<file path="src/rtl/rxq_pkg.sv">
package rxq_pkg;
  localparam int unsigned STAT_W = 8;
  // status bit positions (host-visible layout)
  localparam int unsigned B_FE   = 7;
  localparam int unsigned B_PE   = 6;
  localparam int unsigned B_OE   = 5;
  localparam int unsigned B_BRK  = 4;
  localparam int unsigned B_EIE  = 3;
  localparam int unsigned B_WIE  = 2;
  localparam int unsigned B_WAKE = 1;
  localparam int unsigned B_ERR  = 0;
  localparam int unsigned N_ERR  = 4;
  localparam logic SEL_STAT = 1'b0;
  localparam logic SEL_BUF  = 1'b1;

  typedef struct packed {
    logic fe;
    logic pe;
    logic oe;
    logic brk;
  } err_t;
endpackage

</file>
<file path="src/rtl/rxq_classify.sv">
module rxq_classify
  import rxq_pkg::*;
#(
  parameter int unsigned DATA_W = 8
) (
  input  logic [DATA_W-1:0] data_i,
  input  logic              stop_i,
  input  logic              par_bit_i,
  input  logic              par_err_i,
  input  logic              par_en_i,
  input  logic              addr_i,
  input  logic              unread_i,
  input  logic              rd_buf_i,
  input  logic              eie_i,
  input  logic              wie_i,
  output err_t              err_o,
  output logic              accept_o
);
  logic any_err;

  always_comb begin
    err_o.fe  = ~stop_i;
    err_o.pe  = par_en_i & par_err_i;
    // overrun only if the old character is not being read this cycle
    err_o.oe  = unread_i & ~rd_buf_i;
    err_o.brk = ~(|data_i) & ~stop_i & ~(par_en_i & par_bit_i);
  end

  assign any_err  = |err_o;
  assign accept_o = (~any_err | eie_i) & (~wie_i | addr_i);
endmodule

</file>
<file path="src/rtl/rxq_flag_bank.sv">
module rxq_flag_bank #(
  parameter int unsigned N = 4
) (
  input  logic         clk_i,
  input  logic         rst_ni,
  input  logic         clr_i,
  input  logic         wr_i,
  input  logic [N-1:0] wmask_i,
  input  logic         set_i,
  input  logic [N-1:0] set_val_i,
  output logic [N-1:0] q_o
);
  for (genvar g = 0; g < N; g++) begin : g_flag
    logic nxt;
    always_comb begin
      nxt = q_o[g];
      if (clr_i)     nxt = 1'b0;
      else if (wr_i) nxt = q_o[g] & wmask_i[g];
      if (set_i)     nxt = nxt | set_val_i[g];
    end
    always_ff @(posedge clk_i or negedge rst_ni) begin
      if (!rst_ni) q_o[g] <= 1'b0;
      else         q_o[g] <= nxt;
    end
  end
endmodule

</file>
<file path="src/rtl/rxq_rxbuf.sv">
module rxq_rxbuf #(
  parameter int unsigned DATA_W = 8
) (
  input  logic              clk_i,
  input  logic              rst_ni,
  input  logic              load_i,
  input  logic [DATA_W-1:0] data_i,
  input  logic              rd_i,
  output logic [DATA_W-1:0] data_o,
  output logic              unread_o
);
  always_ff @(posedge clk_i or negedge rst_ni) begin
    if (!rst_ni) begin
      data_o   <= '0;
      unread_o <= 1'b0;
    end else begin
      if (load_i) data_o <= data_i;
      if (load_i)    unread_o <= 1'b1;
      else if (rd_i) unread_o <= 1'b0;
    end
  end
endmodule

</file>
<file path="src/rtl/uart_rx_qual.sv">
module uart_rx_qual
  import rxq_pkg::*;
#(
  parameter  int unsigned DATA_W = 8,
  localparam int unsigned RD_W   = (DATA_W > STAT_W) ? DATA_W : STAT_W
) (
  input  logic              clk_i,
  input  logic              rst_ni,
  input  logic              rx_valid_i,
  input  logic [DATA_W-1:0] rx_data_i,
  input  logic              rx_stop_i,
  input  logic              rx_par_bit_i,
  input  logic              rx_par_err_i,
  input  logic              rx_addr_i,
  input  logic              par_en_i,
  input  logic              reg_addr_i,
  input  logic              reg_rd_i,
  input  logic              reg_wr_i,
  input  logic [STAT_W-1:0] reg_wdata_i,
  output logic [RD_W-1:0]   reg_rdata_o,
  output logic              rx_irq_o
);
  logic              rd_buf, wr_stat, unread, accept;
  logic              eie_q, wie_q, wake_q, irq_q;
  logic              pe_vis, rxerr;
  logic [DATA_W-1:0] buf_q;
  logic [STAT_W-1:0] stat;
  err_t              err_q, err_new, err_wmask;
  logic              unused_wbit;

  assign rd_buf      = reg_rd_i & (reg_addr_i == SEL_BUF);
  assign wr_stat     = reg_wr_i & (reg_addr_i == SEL_STAT);
  assign unused_wbit = reg_wdata_i[B_ERR];

  rxq_classify #(.DATA_W(DATA_W)) u_classify (
    .data_i    (rx_data_i),
    .stop_i    (rx_stop_i),
    .par_bit_i (rx_par_bit_i),
    .par_err_i (rx_par_err_i),
    .par_en_i  (par_en_i),
    .addr_i    (rx_addr_i),
    .unread_i  (unread),
    .rd_buf_i  (rd_buf),
    .eie_i     (eie_q),
    .wie_i     (wie_q),
    .err_o     (err_new),
    .accept_o  (accept)
  );

  always_comb begin
    err_wmask.fe  = reg_wdata_i[B_FE];
    err_wmask.pe  = reg_wdata_i[B_PE];
    err_wmask.oe  = reg_wdata_i[B_OE];
    err_wmask.brk = reg_wdata_i[B_BRK];
  end

  rxq_flag_bank #(.N(N_ERR)) u_flags (
    .clk_i     (clk_i),
    .rst_ni    (rst_ni),
    .clr_i     (rd_buf),
    .wr_i      (wr_stat),
    .wmask_i   (err_wmask),
    .set_i     (rx_valid_i),
    .set_val_i (err_new),
    .q_o       (err_q)
  );

  rxq_rxbuf #(.DATA_W(DATA_W)) u_rxbuf (
    .clk_i    (clk_i),
    .rst_ni   (rst_ni),
    .load_i   (rx_valid_i),
    .data_i   (rx_data_i),
    .rd_i     (rd_buf),
    .data_o   (buf_q),
    .unread_o (unread)
  );

  always_ff @(posedge clk_i or negedge rst_ni) begin
    if (!rst_ni) begin
      eie_q  <= 1'b0;
      wie_q  <= 1'b0;
      wake_q <= 1'b0;
      irq_q  <= 1'b0;
    end else begin
      if (wr_stat) begin
        eie_q <= reg_wdata_i[B_EIE];
        wie_q <= reg_wdata_i[B_WIE];
      end
      if (rx_valid_i)   wake_q <= rx_addr_i;
      else if (rd_buf)  wake_q <= 1'b0;
      else if (wr_stat) wake_q <= wake_q & reg_wdata_i[B_WAKE];
      if (rx_valid_i)   irq_q <= (irq_q & ~rd_buf) | accept;
      else if (rd_buf)  irq_q <= 1'b0;
    end
  end

  assign pe_vis = err_q.pe & par_en_i;
  assign rxerr  = err_q.fe | pe_vis | err_q.oe | err_q.brk;

  always_comb begin
    stat         = '0;
    stat[B_FE]   = err_q.fe;
    stat[B_PE]   = pe_vis;
    stat[B_OE]   = err_q.oe;
    stat[B_BRK]  = err_q.brk;
    stat[B_EIE]  = eie_q;
    stat[B_WIE]  = wie_q;
    stat[B_WAKE] = wake_q;
    stat[B_ERR]  = rxerr;
  end

  assign reg_rdata_o = (reg_addr_i == SEL_BUF) ? RD_W'(buf_q) : RD_W'(stat);
  assign rx_irq_o    = irq_q;
endmodule

</file>
<file path="config.mk">
export PLATFORM = sky130hd
export DESIGN_NAME = uart_rx_qual
export DESIGN_NICKNAME = d
export VERILOG_FILES = /design/src/rtl/rxq_pkg.sv /design/src/rtl/rxq_classify.sv /design/src/rtl/rxq_flag_bank.sv /design/src/rtl/rxq_rxbuf.sv /design/src/rtl/uart_rx_qual.sv
export SDC_FILE = /design/constraint.sdc
export NUM_CORES = 1
export LEC_CHECK = 0
export BUFFER_PORTS_ARGS = -buffer_cell sky130_fd_sc_hd__buf_2
export CAP_MARGIN = 15
export CORE_MARGIN = 10
export CORE_UTILIZATION = 45
export CTS_BUF_LIST = sky130_fd_sc_hd__clkbuf_8
export CTS_CLUSTER_SIZE = 24
export DETAILED_ROUTE_END_ITERATION = 6
export PLACE_DENSITY = 0.77
export SETUP_SLACK_MARGIN = 0.2
export SYNTH_ARGS = -nofsm -noshare
export SYNTH_HDL_FRONTEND = slang
export SYNTH_SLANG_ARGS = --single-unit
</file>
<file path="constraint.sdc">
create_clock -name clk_i -period 1.1 [get_ports clk_i]
set_input_delay 0.22 -clock clk_i [delete_from_list [all_inputs] [get_ports clk_i]]
set_output_delay 0.22 -clock clk_i [all_outputs]
set_load 0.02 [all_outputs]
</file>
==> results.txt, run 1 <==
----------------------------------------------------
[Global routing]
  Number of global-route vias before repair ... 809
  First-pass GRT wire length ... 3740 um
  Pin count of the biggest net entering global routing ... 18
  All-layer global routing usage ... 0.116
  Number of antenna violations at the first check in global routing ... 0
  Congestion Overflow GR ... 0

[Logic synthesis]
  Proportion of synthesized chip area in sequential cells ... 0.527
  Simple logic cell fraction of the synthesized area ... 0.0915
  Library cell with the largest summed area after synthesis ... sky130_fd_sc_hd__dfrtp_1
  Count of synthesis-stage warnings from yosys ... 0
  Fraction of registers with async set/reset ... 1.00
  Flip-flop and latch count after synthesis ... 17
  Parity-gate share of the synthesized area counting xor and xnor cells ... 0
  Synthesized net count ... 97
  Most used flip-flop cell after synthesis ... sky130_fd_sc_hd__dfrtp_1
  Arithmetic-cell share of the synthesized area counting full adders, half adders and majority gates ... 0
  Post-synthesis instance total ... 70
  EDFF count, synth ... 0
  Cell area after technology mapping ... 807 um2
  Dominant combinational cell family by area after synthesis ... multiplexers
  Unique masters post-synth ... 18
  Post-synthesis compound-gate area fraction ... 0.135
  Commonest cells in the synthesized netlist ... sky130_fd_sc_hd__dfrtp_1, sky130_fd_sc_hd__mux2_2, sky130_fd_sc_hd__nand2_1
  Top cell type's share of synthesized area ... 0.527
  Mean instance size in the synthesized netlist ... 11.5 um2
  Cells taking the most area after synthesis ... sky130_fd_sc_hd__dfrtp_1, sky130_fd_sc_hd__mux2_2, sky130_fd_sc_hd__nand2_1
  Leading cell type by number of instances after synthesis ... sky130_fd_sc_hd__dfrtp_1
  Mux contribution to synthesized area ... 0.219

[Routing]
  Number of nets with antenna violations after routing ... 0
  Drt first pass iters ... 4
  Wire length after detailed routing ... 2330 um
  Vias per std cell ... 5.17
  Detailed-route DRC error count ... 0
  Detail-routed net length per standard cell ... 16.7 um
  Number of DRC violations after detailed-routing iteration 0 ... 22
  Total via count in the routed design ... 719

[Critical path]
  Slowest cell on the critical path ... sky130_fd_sc_hd__dfrtp_1
  Largest fanout on the critical path ... 2
  Worst Path Class, Setup ... reg -> out
  Launching element type of the critical path ... register
  Worst stage delay on the critical path ... 0.42 ns
  Endpoint of the lowest-slack register-to-register path ... wie_q$_DFFE_PN0P_
  Origin of the critical flop-to-flop path ... wie_q$_DFFE_PN0P_
  Worst-path cell chain ... a2111oi_4 > o21ai_2 > buf_6
  Data arrival time of the critical path ... 1.27 ns
  Cells on worst reg2reg path ... 2
  Required time at the endpoint of the critical path ... 0.88 ns
  Kind of end point of the critical path ... output port
  Reg-to-reg setup timing slack ... 0.20 ns

[Power]
  Leakage power summed over all cells ... 0.598 nW
  Overall power ... 1.68 mW
  Total power per unit cell area ... 1350 nW/um2
  Worst IR drop on VDD ... 0.00113 V

[Floorplanning]
  Number of placed I/O pins ... 36
  Row Count ... 15
  Floorplan die area ... 3890 um2
  Effective utilization at floorplan ... 0.473
  Core Region ... 1710 um2
  Y dimension of the die ... 62.4 um
  Die Span X ... 62.4 um

[Worst hold path]
  Hold Crit Class ... in -> reg
  Endpoint of the worst hold-timing path ... u_flags.q_o[3]$_DFF_PN0_
  Startpoint of the most critical hold path ... rx_stop_i
  Worst hold path stage count ... 2

[Placed design]
  Routability Congestion ... 0.862
  Estimated wirelength of the detail-placed design ... 1690 um
  I/O Buffers ... 34
  Cell area after placement ... 1070 um2

[Timing]
  Number of hold-slack violations in the final timing report ... 0
  Final-layout setup total negative slack ... -1.88 ns
  Min Tclk post-route ... 1.49 ns
  Final number of setup-violating endpoints ... 8
  Unrepaired setup endpoints after global routing ... yes
  Highest clock rate ... 672 MHz
  Clock skew ... 0.000360 ns
  Pins over their slew limit ... 0
  Worst-margin pin slew ... 0.395 ns
  PnR worst setup slack ... -0.388 ns
  Post-route worst hold slack ... 0.189 ns
  Worst rel slew slack ... 0.736
  Part of the cycle the worst path needs ... 1.35

[Run]
  Number of max-capacitance violations reported ... 0

[CTS]
  CTS tree ... built
  Clock latency on the worst-skew pair ... 0.25 ns
  H-tree levels ... 1
  Clock buffer depth ... 2
  Library cell used as clock root buffer ... sky130_fd_sc_hd__clkbuf_8
  Total CTS buffers ... 3
  CTS sink cnt ... 17
  Clk slew on worst S/H paths ... 0.07 ns

[Cells and area]
  Post-route design area ... 1240 um2
  Diode count ... 0
  Layout cell share with drive strength beyond 1 ... 0.614
  Final Core Density ... 0.727
  Net count of the finished layout ... 142
  Fillers ... 129
  Synth-to-layout area growth ... 54.0%

[Status]
  Violations in the final reports ... setup timing
  Result of the run ... finished, violations left

----------------------------------------------------
-- per-layer routing --
layer,GRT usage,part of all wire,up-vias
met5,0,0,-
met4,0.0587,0.018,0
met3,0.0287,0.050,5
met2,0.194,0.54,25
met1,0.133,0.39,347
li1,-,-,342
-- report_power, final --
| part | total, mW | internal (mW) | switching, mW |
|---|---|---|---|
| Clock | 0.463 | 0.251 | 0.212 |
| Sequential | 0.745 | 0.692 | 0.0526 |
| Combinational | 0.470 | 0.261 | 0.209 |
| Total | 1.68 | 1.20 | 0.473 |
-- kinds of logic after synthesis --
group                  after synthesis
AO/OA/AOI/OAI                       17
flip-flops                          17
AND/OR/NAND/NOR                     16
multiplexers                        15
buffers and inverters                5
-- area by class of cell --
type,instances,area [um2],share of cell area
Inverter,2,7.51,0.00604
Clock buffer,3,41.3,0.0332
Clock inverter,1,5.00,0.00403
Multi-Input combinational cell,48,428,0.344
Timing Repair Buffer,43,304,0.245
Sequential cell,17,425,0.342
Tap cell,25,31.3,0.0252
-- through the flow --
stage	cells	setup WS (ns)
3_5_place_dp	132	-0.167
2_1_floorplan	70	-0.0163
6_report	139	-0.388
4_1_cts	138	-0.369
3_3_place_gp	132	-0.124
5_1_grt	139	-0.409
-- cell usage in the layout (no fill, tap or decap), types with 3 or more instances in the layout --
cell type	instances
sky130_fd_sc_hd__mux2_2	10
sky130_fd_sc_hd__o211ai_1	3
sky130_fd_sc_hd__o21ai_1	3
sky130_fd_sc_hd__buf_6	11
sky130_fd_sc_hd__buf_2	25
sky130_fd_sc_hd__nand2_1	11
sky130_fd_sc_hd__o21ai_0	3
sky130_fd_sc_hd__mux2_4	5
sky130_fd_sc_hd__o21ai_2	3
sky130_fd_sc_hd__buf_4	6
sky130_fd_sc_hd__clkbuf_8	3
sky130_fd_sc_hd__dfrtp_1	17
-- repair_timing --
item	4_1_cts	5_1_grt
setup endpoints to repair	15	10
gates resized for setup	26	3
pin swaps	4	0
setup buffers	1	1
gates cloned	0	0
hold endpoints to repair	17	0
hold buffers	1	0
-- flip-flops by register name, summed over array words and instances (netlist names) --
name              cells
u_rxbuf.data_o        8
u_flags.q_o           4
eie_q                 1
rx_irq_o              1
u_rxbuf.unread_o      1
wake_q                1
wie_q                 1
-- worst max-delay path, delay by kind of cell, from the launching register on --
kind	cells	cell delay, ns
AOI/OAI and AO/OA	2	0.47
buffers and inverters	1	0.13
DFF	1	0.42
-- worst max-delay path by stage --
stage / depth (start not counted) / endpoint / from
2_1_floorplan: 2 / reg_rdata_o[0] / u_flags.q_o[3]$_DFF_PN0_
3_3_place_gp: 3 / reg_rdata_o[0] / u_flags.q_o[3]$_DFF_PN0_
3_5_place_dp: 3 / reg_rdata_o[0] / u_flags.q_o[3]$_DFF_PN0_
4_1_cts: 3 / reg_rdata_o[0] / u_flags.q_o[0]$_DFF_PN0_
5_1_grt: 3 / reg_rdata_o[0] / u_flags.q_o[0]$_DFF_PN0_
6_report: 3 / reg_rdata_o[0] / u_flags.q_o[0]$_DFF_PN0_
(Power assumes the default switching activity.)
==> run 2, diff against run 1 <==
==> constraint.sdc (replaced) <==
create_clock -name clk_i -period 1.9 [get_ports clk_i]
set_input_delay 0.38 -clock clk_i [delete_from_list [all_inputs] [get_ports clk_i]]
set_output_delay 0.38 -clock clk_i [all_outputs]
set_load 0.02 [all_outputs]
==> run 2 against run 1 <==
Against the previous run: the flow now finishes without violations; clock power is 40% lower; flip-flop and latch count stayed put; cell count is 6.5% lower; worst hold slack worse by 0.16 ns; total power is 47% lower; first-iteration DRC count is 55% higher; largest cell class is now registers; setup slack better by 0.66 ns; utilization is 12 points lower; sequential power is 43% lower.
==> results.txt, run 2 (synthesis results as in run 1) <==
----------------------------------------------------
[Critical path]
  Largest fanout on the critical path ... 3
  Endpoint of the lowest-slack register-to-register path ... rx_irq_o$_DFFE_PN0P_
  Cells on worst reg2reg path ... 3
  Kind of end point of the critical path ... output port
  Worst Path Class, Setup ... reg -> out
  Origin of the critical flop-to-flop path ... u_rxbuf.unread_o$_DFFE_PN0P_
  Reg-to-reg setup timing slack ... 0.95 ns
  Data arrival time of the critical path ... 1.25 ns
  Required time at the endpoint of the critical path ... 1.52 ns
  Critical path launch point ... u_flags.q_o[3]$_DFF_PN0_
  Launching element type of the critical path ... register

[Timing]
  Min Tclk post-route ... 1.63 ns
  Worst rel slew slack ... 0.745
  Unrepaired setup endpoints after global routing ... yes
  PnR worst setup slack ... 0.274 ns
  Final-layout setup total negative slack ... 0 ns
  Number of hold-slack violations in the final timing report ... 0
  Clock skew ... 0.000387 ns
  Pins over their slew limit ... 0
  Part of the cycle the worst path needs ... 0.856
  Worst-margin pin slew ... 0.383 ns
  Post-route worst hold slack ... 0.0300 ns
  Final number of setup-violating endpoints ... 0
  Highest clock rate ... 615 MHz

[Placed design]
  Worst slack after detailed placement ... 0.375 ns
  I/O Buffers ... 34
  Cell area after placement ... 993 um2
  Estimated wirelength of the detail-placed design ... 1660 um
  Routability Congestion ... 0.747
  Inst Count DP ... 126

[Cells and area]
  Final Core Density ... 0.612
  Commonest non-fill, non-tap cells in the layout ... sky130_fd_sc_hd__buf_2, sky130_fd_sc_hd__dfrtp_1, sky130_fd_sc_hd__mux2_2, sky130_fd_sc_hd__nand2_1, sky130_fd_sc_hd__o21ai_0
  Largest registers in the final layout ... u_rxbuf.data_o (8), u_flags.q_o (4)
  Area used by multi-input combinational logic ... 365 um2
  Number of flip-flops under the largest register name ... 8
  Post-route design area ... 1050 um2
  Most common cell after layout, fill and taps aside ... sky130_fd_sc_hd__buf_2
  Layout cell share with drive strength beyond 1 ... 0.524
  Count of non-filler cells in the finished layout ... 130
  Fillers ... 156
  Combined flip-flop and latch cell area ... 425 um2
  Synth-to-layout area growth ... 29.6%
  Biggest register ... u_rxbuf.data_o
  Diode count ... 0
  Net count of the finished layout ... 133

[CTS]
  Total CTS buffers ... 3
  Clk slew on worst S/H paths ... 0.07 ns
  # hold bufs at CTS ... 0
  Library cell used as clock root buffer ... sky130_fd_sc_hd__clkbuf_8
  CTS sink cnt ... 17
  CTS tree ... built
  Number of setup buffers added after CTS ... 0
  Clock latency on the worst-skew pair ... 0.26 ns
  Post-CTS sizing ... 0
  Clock buffer depth ... 2
  H-tree levels ... 1

[Global routing]
  First-pass GRT wire length ... 3460 um
  Number of global-route vias before repair ... 754
  All-layer global routing usage ... 0.110
  Pin count of the biggest net entering global routing ... 18
  Number of antenna violations at the first check in global routing ... 0
  Congestion Overflow GR ... 0

[Floorplanning]
  Floorplan die area ... 3890 um2
  Core Region ... 1710 um2
  Die Span X ... 62.4 um
  Row Count ... 15
  Effective utilization at floorplan ... 0.473
  Y dimension of the die ... 62.4 um
  Number of placed I/O pins ... 36

[Power]
  Overall power ... 0.889 mW
  Total power per unit cell area ... 850 nW/um2
  Worst IR drop on VDD ... 0.000523 V
  Leakage power summed over all cells ... 0.504 nW

[Routing]
  Detailed-route DRC error count ... 0
  Number of DRC violations after detailed-routing iteration 0 ... 34
  Vias per std cell ... 5.14
  Wire length after detailed routing ... 2090 um
  Number of nets with antenna violations after routing ... 0
  Total via count in the routed design ... 668
  Detail-routed net length per standard cell ... 16.1 um
  Drt first pass iters ... 4

[Worst hold path]
  Hold Crit Class ... in -> async

[Status]
  Result of the run ... finished clean

[Run]
  Number of max-capacitance violations reported ... 0

----------------------------------------------------
[run 2: cell count changes in the layout (fill, tap and decap cells not counted), moves of 3 or more]
cell and delta:
sky130_fd_sc_hd__o21ai_2 -3, sky130_fd_sc_hd__buf_6 -11, sky130_fd_sc_hd__mux2_4 -3, sky130_fd_sc_hd__o21ai_0 +3, sky130_fd_sc_hd__buf_4 -6, sky130_fd_sc_hd__buf_2 +9
sky130_fd_sc_hd__mux2_2 +3
[run 2: report_power, final]
part	internal [mW]	switching [mW]	leakage [nW]
registers	0.401	0.0243	0.201
clock network	0.146	0.131	0.0255
logic	0.0889	0.0986	0.277
[run 2: layer usage]
layer / track usage / up-vias / part of all wire
met1: 0.120 / 316 / 0.41
met5: 0 / - / 0
li1: - / 322 / -
met4: 0.0503 / 0 / 0.011
met3: 0.0412 / 3 / 0.076
met2: 0.185 / 27 / 0.50
[run 2: final cells by class]
type	instances	share of cell area
Sequential cell	17	0.407
Multi-Input combinational cell	48	0.349
Timing Repair Buffer	34	0.163
Clock buffer	3	0.0395
Tap cell	25	0.0299
Inverter	2	0.00718
Clock inverter	1	0.00478
[run 2: critical path, stage by stage (launching register included)]
cell and delay (ns):
sky130_fd_sc_hd__dfrtp_1 0.41, sky130_fd_sc_hd__a2111oi_2 0.33, sky130_fd_sc_hd__o21ai_1 0.09, sky130_fd_sc_hd__buf_2 0.16
[run 2: worst max path at each step]
stage / end / slack (ns)
after floorplan: reg_rdata_o[0] / 0.48
after global placement: reg_rdata_o[5] / 0.37
after detailed placement: reg_rdata_o[5] / 0.37
after CTS: reg_rdata_o[0] / 0.21
after global routing: reg_rdata_o[0] / 0.20
final: reg_rdata_o[0] / 0.27
==> run 3, diff against run 2 <==
--- a/config.mk
+++ b/config.mk
@@ -12,6 +12,7 @@
 export CTS_BUF_LIST = sky130_fd_sc_hd__clkbuf_8
 export CTS_CLUSTER_SIZE = 24
 export DETAILED_ROUTE_END_ITERATION = 6
+export MAX_ROUTING_LAYER = met4
 export PLACE_DENSITY = 0.77
 export SETUP_SLACK_MARGIN = 0.2
 export SYNTH_ARGS = -nofsm -noshare
==> run 3 against run 2 <==
Against the previous run: combinational power about the same; clock skew about the same; wire length down 0.62%; design area unchanged; setup slack better by 0.0027 ns; maximum frequency up 0.17%; total power down 0.21%; die area unchanged; global-route usage up 0.30 points; register-to-register slack about the same; highest routed layer unchanged.
==> results.txt, run 3 (synthesis results as in run 1) <==
----------------------------------------------------
[Timing]
  Worst-margin pin slew ... 0.383 ns
  Highest clock rate ... 616 MHz
  Unrepaired setup endpoints after global routing ... yes
  Pins over their slew limit ... 0
  Final-layout setup total negative slack ... 0 ns
  Worst rel slew slack ... 0.744
  PnR worst setup slack ... 0.276 ns
  Part of the cycle the worst path needs ... 0.855
  Clock skew ... 0.000285 ns
  Min Tclk post-route ... 1.62 ns
  Number of hold-slack violations in the final timing report ... 0
  Final number of setup-violating endpoints ... 0

[Cells and area]
  Commonest non-fill, non-tap cells in the layout ... sky130_fd_sc_hd__buf_2, sky130_fd_sc_hd__dfrtp_1, sky130_fd_sc_hd__mux2_2, sky130_fd_sc_hd__nand2_1, sky130_fd_sc_hd__o21ai_0
  Area used by multi-input combinational logic ... 365 um2
  Biggest register ... u_rxbuf.data_o
  Combined flip-flop and latch cell area ... 425 um2
  Fillers ... 156
  Most common cell after layout, fill and taps aside ... sky130_fd_sc_hd__buf_2
  Net count of the finished layout ... 133
  Layout cell share with drive strength beyond 1 ... 0.524
  Diode count ... 0
  Number of flip-flops under the largest register name ... 8
  Largest registers in the final layout ... u_rxbuf.data_o (8), u_flags.q_o (4)
  Synth-to-layout area growth ... 29.6%

[Global routing]
  All-layer global routing usage ... 0.113
  First-pass GRT wire length ... 3470 um
  Number of global-route vias before repair ... 752
  Pin count of the biggest net entering global routing ... 18
  Congestion Overflow GR ... 0
  Number of antenna violations at the first check in global routing ... 0

[Routing]
  Detail-routed net length per standard cell ... 16.0 um
  Detailed-route DRC error count ... 0
  Number of nets with antenna violations after routing ... 0
  Wire length after detailed routing ... 2080 um
  Number of DRC violations after detailed-routing iteration 0 ... 35
  Vias per std cell ... 5.21
  Drt first pass iters ... 4
  Total via count in the routed design ... 677

[Floorplanning]
  Row Count ... 15
  Core Region ... 1710 um2
  Number of placed I/O pins ... 36
  Die Span X ... 62.4 um
  Floorplan die area ... 3890 um2
  Effective utilization at floorplan ... 0.473
  Y dimension of the die ... 62.4 um

[Run]
  Number of max-capacitance violations reported ... 0

[Critical path]
  Slowest cell on the critical path ... sky130_fd_sc_hd__dfrtp_1
  Worst-path cell chain ... a2111oi_2 > o21ai_1 > buf_2
  Kind of end point of the critical path ... output port
  Launching element type of the critical path ... register
  Cell type group with the largest total delay on the critical path ... compound AO/OA/AOI/OAI gates
  Data arrival time of the critical path ... 1.24 ns
  Critical path launch point ... u_flags.q_o[3]$_DFF_PN0_
  Worst Path Class, Setup ... reg -> out
  Reg-to-reg setup timing slack ... 0.95 ns
  Largest fanout on the critical path ... 3
  Worst stage delay on the critical path ... 0.40 ns
  Origin of the critical flop-to-flop path ... u_rxbuf.unread_o$_DFFE_PN0P_
  Required time at the endpoint of the critical path ... 1.52 ns
  Buffers and inverters on the worst path ... 1

[CTS]
  CTS tree ... built
  Clock buffer depth ... 2
  Library cell used as clock root buffer ... sky130_fd_sc_hd__clkbuf_8
  Clock latency on the worst-skew pair ... 0.26 ns
  Total CTS buffers ... 3
  CTS sink cnt ... 17
  Clk slew on worst S/H paths ... 0.07 ns
  H-tree levels ... 1
  # hold bufs at CTS ... 0

[Power]
  Total power per unit cell area ... 848 nW/um2
  Leakage power summed over all cells ... 0.504 nW
  Worst IR drop on VDD ... 0.000523 V

[Placed design]
  Routability Congestion ... 0.756
  Estimated wirelength of the detail-placed design ... 1660 um
  Worst slack after detailed placement ... 0.375 ns
  I/O Buffers ... 34

[Worst hold path]
  Hold Crit Class ... in -> async

[Status]
  Result of the run ... finished clean

----------------------------------------------------
[run 3: final cells by class]
| cell class | instances | area share |
|---|---|---|
| Timing Repair Buffer | 34 | 0.163 |
| Tap cell | 25 | 0.0299 |
| Multi-Input combinational cell | 48 | 0.349 |
| Clock inverter | 1 | 0.00478 |
| Clock buffer | 3 | 0.0395 |
| Sequential cell | 17 | 0.407 |
| Inverter | 2 | 0.00718 |
[run 3: routing by layer]
metal | global-route usage | routed length (um) | vias up
li1 | - | - | 325
met1 | 0.127 | 926 | 323
met2 | 0.185 | 1030 | 24
met3 | 0.0287 | 86 | 5
met4 | 0.0503 | 40 | 0
met5 | - | 0 | -
[run 3: report_power, final]
group	switching [mW]	total [mW]	leakage, nW	internal [mW]
registers	0.0242	0.425	0.201	0.401
logic	0.0984	0.187	0.277	0.0889
clock network	0.129	0.275	0.0255	0.146
total	0.252	0.887	0.504	0.635
[run 3: repair_timing]
item / in CTS / in global routing
endpoints found under the setup margin: 0 / 1
gates resized for setup: 0 / 3
buffers inserted: 0 / 0
[run 3: stage by stage]
step | instances | util | total power [mW] | area, um2 | hold WS [ns]
4_1_cts | 130 | 0.609 | 0.888 | 1040 | 0.0486
6_report | 130 | 0.612 | 0.887 | 1050 | 0.0322
5_1_grt | 130 | 0.612 | 0.936 | 1050 | 0.0500
3_5_place_dp | 126 | 0.582 | 0.618 | 993 | 0.321
2_1_floorplan | 70 | - | 0.538 | 807 | 0.0844
3_3_place_gp | 126 | 0.582 | 0.612 | 993 | 0.320
[run 3: worst paths after layout]
kind                                                 end  depth (start not counted)
max reg2reg                         rx_irq_o$_DFFE_PN0P_                          3
min                                 rx_irq_o$_DFFE_PN0P_                          1
min in group clk_i              u_flags.q_o[3]$_DFF_PN0_                          2
max                                       reg_rdata_o[0]                          3
max in group asynchronous  u_rxbuf.data_o[7]$_DFFE_PN0P_                          1
min reg2reg                u_rxbuf.data_o[1]$_DFFE_PN0P_                          1
